File: src/rtl/msi_cap_pkg.sv
package msi_cap_pkg;
  localparam int BANK_W    = 32;
  localparam int NUM_BANKS = 2;
  localparam int NUM_VEC   = BANK_W * NUM_BANKS;
  localparam int REG_AW    = 12;
  localparam int IN_AW     = 64;
  localparam int DW        = 32;

  localparam logic [REG_AW-1:0] OFS_CAP     = 12'h400;
  localparam logic [REG_AW-1:0] OFS_CTRL    = 12'h404;
  localparam logic [REG_AW-1:0] OFS_BASE_LO = 12'h408;
  localparam logic [REG_AW-1:0] OFS_BASE_HI = 12'h40C;
  localparam logic [REG_AW-1:0] OFS_STAT0   = 12'h440;
  localparam logic [REG_AW-1:0] OFS_MASK0   = 12'h448;

  localparam int CTRL_CAP_BIT = 0;
  localparam int CTRL_UPD_BIT = 15;
endpackage

File: src/rtl/msi_match.sv
module msi_match #(
  parameter int IN_AW = msi_cap_pkg::IN_AW,
  parameter int DW    = msi_cap_pkg::DW,
  parameter int NV    = msi_cap_pkg::NUM_VEC
) (
  input  logic             wr_valid_i,
  input  logic [IN_AW-1:0] wr_addr_i,
  input  logic [DW-1:0]    wr_data_i,
  input  logic [IN_AW-1:0] base_i,
  input  logic             capture_en_i,
  output logic [NV-1:0]    set_o
);
  localparam int IDX_W = $clog2(NV);

  logic hit;

  always_comb begin
    hit   = wr_valid_i && capture_en_i && (wr_addr_i == base_i) &&
            (wr_data_i < DW'(NV));
    set_o = '0;
    if (hit) set_o[wr_data_i[IDX_W-1:0]] = 1'b1;
  end
endmodule

File: src/rtl/msi_bank.sv
module msi_bank #(
  parameter int W = msi_cap_pkg::BANK_W
) (
  input  logic         clk_i,
  input  logic         rst_ni,
  input  logic [W-1:0] set_i,
  input  logic         clr_we_i,
  input  logic         mask_we_i,
  input  logic [W-1:0] wdata_i,
  output logic [W-1:0] stat_o,
  output logic [W-1:0] mask_o,
  output logic         irq_o
);
  logic [W-1:0] stat_q, mask_q, clr_bits;

  assign clr_bits = clr_we_i ? wdata_i : '0;

  // set after clear: capture wins
  always_ff @(posedge clk_i or negedge rst_ni) begin
    if (!rst_ni) stat_q <= '0;
    else         stat_q <= (stat_q & ~clr_bits) | set_i;
  end

  always_ff @(posedge clk_i or negedge rst_ni) begin
    if (!rst_ni)        mask_q <= '0;
    else if (mask_we_i) mask_q <= wdata_i;
  end

  assign stat_o = stat_q;
  assign mask_o = mask_q;
  assign irq_o  = |(stat_q & mask_q);

  AST_CLEAR_TAKES: assert property (@(posedge clk_i) disable iff (!rst_ni)
    (clr_bits & ~set_i) != '0 |=> (stat_q & $past(clr_bits & ~set_i)) == '0);
  AST_CAPTURE_WINS: assert property (@(posedge clk_i) disable iff (!rst_ni)
    (set_i & clr_bits) != '0 |=> (stat_q & $past(set_i)) == $past(set_i));
  AST_NO_SELF_SET: assert property (@(posedge clk_i) disable iff (!rst_ni)
    1'b1 |=> (stat_q & ~$past(stat_q) & ~$past(set_i)) == '0);
  AST_MASK_BLOCKS: assert property (@(posedge clk_i) disable iff (!rst_ni)
    mask_q == '0 |-> !irq_o);
endmodule

File: src/rtl/msi_regs.sv
module msi_regs #(
  parameter int AW    = msi_cap_pkg::REG_AW,
  parameter int DW    = msi_cap_pkg::DW,
  parameter int IN_AW = msi_cap_pkg::IN_AW,
  parameter int NB    = msi_cap_pkg::NUM_BANKS
) (
  input  logic             clk_i,
  input  logic             rst_ni,
  input  logic             reg_wr_i,
  input  logic [AW-1:0]    reg_addr_i,
  input  logic [DW-1:0]    reg_wdata_i,
  input  logic [NB*DW-1:0] stat_i,
  input  logic [NB*DW-1:0] mask_i,
  output logic [IN_AW-1:0] base_o,
  output logic             capture_en_o,
  output logic [NB-1:0]    clr_we_o,
  output logic [NB-1:0]    mask_we_o,
  output logic [DW-1:0]    rdata_o
);
  import msi_cap_pkg::*;

  logic          cap_en_q, upd_en_q;
  logic [DW-1:0] base_lo_q, base_hi_q;

  always_ff @(posedge clk_i or negedge rst_ni) begin
    if (!rst_ni) begin
      cap_en_q  <= 1'b0;
      upd_en_q  <= 1'b0;
      base_lo_q <= '0;
      base_hi_q <= '0;
    end else if (reg_wr_i) begin
      if (reg_addr_i == OFS_CTRL) begin
        cap_en_q <= reg_wdata_i[CTRL_CAP_BIT];
        upd_en_q <= reg_wdata_i[CTRL_UPD_BIT];
      end
      if (reg_addr_i == OFS_BASE_LO) base_lo_q <= reg_wdata_i;
      if (reg_addr_i == OFS_BASE_HI) base_hi_q <= reg_wdata_i;
    end
  end

  assign base_o       = IN_AW'({base_hi_q, base_lo_q});
  assign capture_en_o = cap_en_q & upd_en_q;

  for (genvar b = 0; b < NB; b++) begin : g_strobe
    assign clr_we_o[b]  = reg_wr_i && (reg_addr_i == OFS_STAT0 + AW'(4*b));
    assign mask_we_o[b] = reg_wr_i && (reg_addr_i == OFS_MASK0 + AW'(4*b));
  end

  always_comb begin
    rdata_o = '0;
    unique case (reg_addr_i)
      OFS_CAP:     rdata_o = DW'(1);
      OFS_CTRL: begin
        rdata_o[CTRL_CAP_BIT] = cap_en_q;
        rdata_o[CTRL_UPD_BIT] = upd_en_q;
      end
      OFS_BASE_LO: rdata_o = base_lo_q;
      OFS_BASE_HI: rdata_o = base_hi_q;
      default: begin
        for (int b = 0; b < NB; b++) begin
          if (reg_addr_i == OFS_STAT0 + AW'(4*b)) rdata_o = stat_i[b*DW +: DW];
          if (reg_addr_i == OFS_MASK0 + AW'(4*b)) rdata_o = mask_i[b*DW +: DW];
        end
      end
    endcase
  end

  AST_CTRL_WRITE: assert property (@(posedge clk_i) disable iff (!rst_ni)
    reg_wr_i && reg_addr_i == OFS_CTRL |=>
      capture_en_o == ($past(reg_wdata_i[CTRL_CAP_BIT]) && $past(reg_wdata_i[CTRL_UPD_BIT])));
endmodule

File: src/rtl/msi_capture_unit.sv
module msi_capture_unit #(
  parameter int IN_AW = msi_cap_pkg::IN_AW,
  parameter int DW    = msi_cap_pkg::DW,
  parameter int AW    = msi_cap_pkg::REG_AW
) (
  input  logic             clk_i,
  input  logic             rst_ni,
  input  logic             wr_valid_i,
  input  logic [IN_AW-1:0] wr_addr_i,
  input  logic [DW-1:0]    wr_data_i,
  input  logic             reg_wr_i,
  input  logic [AW-1:0]    reg_addr_i,
  input  logic [DW-1:0]    reg_wdata_i,
  output logic [DW-1:0]    reg_rdata_o,
  output logic             irq_lo_o,
  output logic             irq_hi_o
);
  import msi_cap_pkg::*;
  localparam int NB = NUM_BANKS;
  localparam int BW = BANK_W;
  localparam int NV = NB * BW;

  logic [IN_AW-1:0] base;
  logic             capture_en;
  logic [NB-1:0]    clr_we, mask_we, irq;
  logic [NV-1:0]    set_vec, stat_all, mask_all;

  msi_regs #(.AW(AW), .DW(DW), .IN_AW(IN_AW), .NB(NB)) u_regs (
    .clk_i, .rst_ni, .reg_wr_i, .reg_addr_i, .reg_wdata_i,
    .stat_i(stat_all), .mask_i(mask_all),
    .base_o(base), .capture_en_o(capture_en),
    .clr_we_o(clr_we), .mask_we_o(mask_we), .rdata_o(reg_rdata_o)
  );

  msi_match #(.IN_AW(IN_AW), .DW(DW), .NV(NV)) u_match (
    .wr_valid_i, .wr_addr_i, .wr_data_i,
    .base_i(base), .capture_en_i(capture_en), .set_o(set_vec)
  );

  for (genvar b = 0; b < NB; b++) begin : g_bank
    msi_bank #(.W(BW)) u_bank (
      .clk_i, .rst_ni,
      .set_i(set_vec[b*BW +: BW]),
      .clr_we_i(clr_we[b]),
      .mask_we_i(mask_we[b]),
      .wdata_i(reg_wdata_i[BW-1:0]),
      .stat_o(stat_all[b*BW +: BW]),
      .mask_o(mask_all[b*BW +: BW]),
      .irq_o(irq[b])
    );
  end

  assign irq_lo_o = irq[0];
  assign irq_hi_o = irq[1];

  AST_DISABLED_NO_RISE: assert property (@(posedge clk_i) disable iff (!rst_ni)
    !capture_en |=> (stat_all & ~$past(stat_all)) == '0);
  AST_ONE_VECTOR: assert property (@(posedge clk_i) disable iff (!rst_ni)
    1'b1 |=> $countones(stat_all & ~$past(stat_all)) <= 1);
  AST_MISMATCH_IGNORED: assert property (@(posedge clk_i) disable iff (!rst_ni)
    wr_addr_i != base && !(reg_wr_i && reg_addr_i == OFS_BASE_LO) |=>
      (stat_all & ~$past(stat_all)) == '0);
endmodule

File: config.mk
export PLATFORM = sky130hd
export DESIGN_NAME = msi_capture_unit
export DESIGN_NICKNAME = d
export VERILOG_FILES = /design/src/rtl/msi_cap_pkg.sv /design/src/rtl/msi_match.sv /design/src/rtl/msi_bank.sv /design/src/rtl/msi_regs.sv /design/src/rtl/msi_capture_unit.sv
export SDC_FILE = /design/constraint.sdc
export NUM_CORES = 1
export LEC_CHECK = 0
export BUFFER_PORTS_ARGS = -buffer_cell sky130_fd_sc_hd__buf_2
export CAP_MARGIN = 40
export CORE_ASPECT_RATIO = 1.2
export CORE_MARGIN = 3
export CORE_UTILIZATION = 52
export DETAILED_ROUTE_END_ITERATION = 8
export GPL_ROUTABILITY_DRIVEN = 0
export HOLD_SLACK_MARGIN = 0.1
export PLACE_DENSITY_LB_ADDON = 0.12
export SYNTH_ARGS = -nofsm -noshare
export SYNTH_HDL_FRONTEND = slang
export SYNTH_SLANG_ARGS = --single-unit
File: constraint.sdc
create_clock -name clk_i -period 2.4 [get_ports clk_i]
set_input_delay 0.36 -clock clk_i [delete_from_list [all_inputs] [get_ports clk_i]]
set_output_delay 0.36 -clock clk_i [all_outputs]
set_load 0.02 [all_outputs]
==> impl_metrics.tcl <==
set metrics [dict create \
    synth_seq_cells 194 \
    synth_top_area_cell "dfrtp_1" \
    grt_pass1_wl_um 58900 \
    use_met3_pct 6.04 \
    arrival_ps 2600 \
    groute.usage.overall_pct 35.4 \
    coreArea_sq_um 20300 \
    synth_top_area_share_pct 44.9 \
    clockBufferDepth 2 \
    setup_slack_ps -563 \
    grt_max_degree 72 \
    status "finished, violations left" \
    drive_above_1_share_pct 52.8 \
    place_ws_ps -585 \
    ir_drop_mv 0.607 \
    met2_usage_pct 56.5 \
    p_leak_nw 6.68 \
    fp.dieW_um 138 \
    hold_viol 0 \
    yosysSeqAreaShare_pct 44.9 \
    drc 0 \
    violations "negative setup slack" \
    worstSkewPairLatency_ps 450 \
    drt-pass1-iter-count 5 \
    port_buffers 177 \
    power_density_nw_per_um2 417 \
    crit_path_start "reg_addr_i[11]" \
    endpoint "reg_rdata_o[5]" \
    cp-start-kind "input pin" \
    ios 178 \
    synth_edf_count 0 \
    fmax_mhz 337 \
    busiest_layer "met2" \
    worstReg2RegStart "u_regs.base_lo_q[3]" \
    drtIter0Drc 907 \
    synth_area_sq_um 10800 \
    max_slew_margin_pct 52.0 \
    skew_ps 15.5 \
    root_buffer "clkbuf_16" \
    routed-via-count 10300 \
    vias_per_cell 6.69 \
    num-nets-final 1404 \
    wl_um 43800 \
    multiInputGateArea_sq_um 7740 \
    reg2reg_setup_slack_ps -80 \
    reg2reg_depth 6 \
    clock-sinks 194 \
    postRouteAntennaNets 0 \
    fin_crit_ps 2960 \
    antenna_found_initial 0 \
    initial_core_util_pct 53.2 \
    ys_async_sr_fraction_pct 100 \
    dieArea_sq_um 22600 \
    die_h_um 164 \
    n_fill_cell 1145 \
    critical_path_class "in -> out" \
    use_met1_pct 47.1 \
    syn_nets 1146 \
    maxCapViolCount 0 \
    routedWlPerCell_um 28.4 \
    end_kind "output pin" \
    tightestPinTransition_ps 717 \
    ys.flop_type "dfrtp_1" \
    yosys_warnings 0 \
    htreeDepth 4 \
    rsz0062_at_grt "true" \
    grt_overflow_total 0 \
    grt_pass1_vias 9833 \
    rows 57 \
    path_max_fanout 5 \
    period_share_pct 123 \
    synth_cell_type_count 56 \
    report.final.slew_viol_count 0 \
    clk_pin_slew_ps 80 \
    hold_class "in -> reg" \
    dp_hpwl_um 28500 \
    r2r-end "g_bank[0].u_bank.stat_o[1]" \
    tritoncts "built" \
    setup_viol 89 \
    synth_area_leaders "dfrtp_1, mux2_2, nand2_1" \
    final_util_pct 80.0 \
    syn_inst 1002 \
    areaGrowthSynthToFinish_pct 50.5 \
    avgSynthCellArea_sq_um 10.8 \
    numCtsBuffers 17 \
    required_ps 2040 \
    area.sequential_sq_um 4860 \
]
area by class of cell:
cell class	instances	share of cell area [%]
Clock buffer	19	2.79
Timing Repair Buffer	311	16.6
Sequential cell	194	29.9
Multi-Input combinational cell	725	47.6
Inverter	11	0.254
Antenna cell	1	0.0154
Tap cell	265	2.04
Clock inverter	13	0.846
how the worst min path moves through the flow:
stage                         from                          to  slack (ps)  cells past startpoint
floorplan                   rst_ni  g_bank[0].u_bank.mask_o[0]          60                      0
CTS                 reg_wdata_i[8]         u_regs.base_hi_q[8]         250                      2
finish              reg_wdata_i[8]         u_regs.base_hi_q[8]         260                      2
detailed placement          rst_ni         u_regs.base_lo_q[9]         420                      1
global route        reg_wdata_i[8]         u_regs.base_hi_q[8]         260                      2
global placement            rst_ni         u_regs.base_lo_q[9]         420                      1
where the power goes:
group | internal [mW] | switching [mW] | total [mW]
logic | 0.202 | 0.381 | 0.583
clock network | 1.53 | 1.39 | 2.92
registers | 3.28 | 0.0116 | 3.29
cells in the mapped netlist, types with 4 or more instances:
cell type	n
buf_12	6
nor4_1	10
o21ai_0	4
inv_1	11
nor4_2	4
nor2_1	7
o31ai_2	60
buf_2	14
nand4_1	15
xor2_1	15
nand2_1	205
mux2_1	31
nor2b_1	15
o221ai_1	30
dfrtp_1	194
or4_1	5
nand3_1	5
a31oi_1	30
nor3_1	7
nor3b_1	6
a22o_1	5
clkbuf_1	39
clkbuf_2	4
a221oi_1	34
buf_6	4
o31ai_1	4
a22oi_1	54
xnor2_1	30
nand2b_1	9
buf_1	7
mux2_2	100
layout by cell type (no fill, tap or decap), types with 5 or more instances in the layout:
master / netlist / layout
nand2_1: 205 / 204
a22oi_1: 54 / 51
clkbuf_16: 0 / 25
a221oi_4: 0 / 29
inv_6: 0 / 5
a221oi_2: 0 / 5
nand2b_1: 9 / 9
dfrtp_1: 194 / 190
xor2_1: 15 / 15
o31ai_2: 60 / 12
nor2b_1: 15 / 14
mux2_4: 0 / 32
or4_4: 0 / 6
nor4_1: 10 / 7
nor3b_1: 6 / 6
nand4_1: 15 / 15
xnor2_1: 30 / 30
buf_2: 14 / 142
nor4_2: 4 / 7
buf_4: 0 / 91
buf_12: 6 / 29
a31oi_4: 0 / 30
inv_1: 11 / 11
o221ai_4: 0 / 29
mux2_2: 100 / 98
o31ai_4: 0 / 51
nor2_1: 7 / 7
buf_6: 4 / 33
repair_timing:
item / in CTS / in global routing
gates cloned: 4 / 12
resized for setup: 82 / 113
hold buffers: 1 / 0
setup buffers: 16 / 11
endpoints found under the hold margin: 66 / 0
setup endpoints to repair: 40 / 129
pin swaps: 13 / 88
sequential cells by signal (all words and copies together), names as in the netlist:
register	cells
u_regs.upd_en_q	1
g_bank.u_bank.stat_o	64
g_bank.u_bank.mask_o	64
u_regs.cap_en_q	1
u_regs.base_lo_q	32
u_regs.base_hi_q	32
per-stage QoR:
step	cells	power, mW	setup TNS [ps]	hold slack, ps	cell area, sq um
after detailed placement	1464	3.89	-59000	418	13900
after CTS	1517	6.75	-27470	248	15100
after global placement	1464	3.89	-55550	421	13900
final	1539	6.79	-24090	262	16300
after floorplan	1002	3.52	-8590	64.4	12200
after global routing	1538	6.97	-26090	256	16300
metal layers:
layer  up-vias  wire length, um  part of all wire (%)
met2       661            21200                    48
met5         -                0                     0
li1       4316                -                     -
met1      5173            16500                    38
met4         0             2280                   5.2
met3       142             3810                   8.7
worst max-delay path, stage by stage:
cell,delay (ps)
buf_6,90
or4b_4,540
or3_4,410
or3b_4,480
buf_6,200
o221ai_4,200
a31oi_4,130
buf_2,180
cells by family after synthesis:
group / after synthesis / share of synthesized area, %
AOI/OAI and AO/OA: 237 / 19.7
muxes: 131 / 13.7
buffers and inverters: 85 / 4.34
xor gates and xnor gates: 45 / 3.65
and+or+nand+nor: 310 / 13.7
DFF: 194 / 44.9
(Power assumes the default switching activity.)
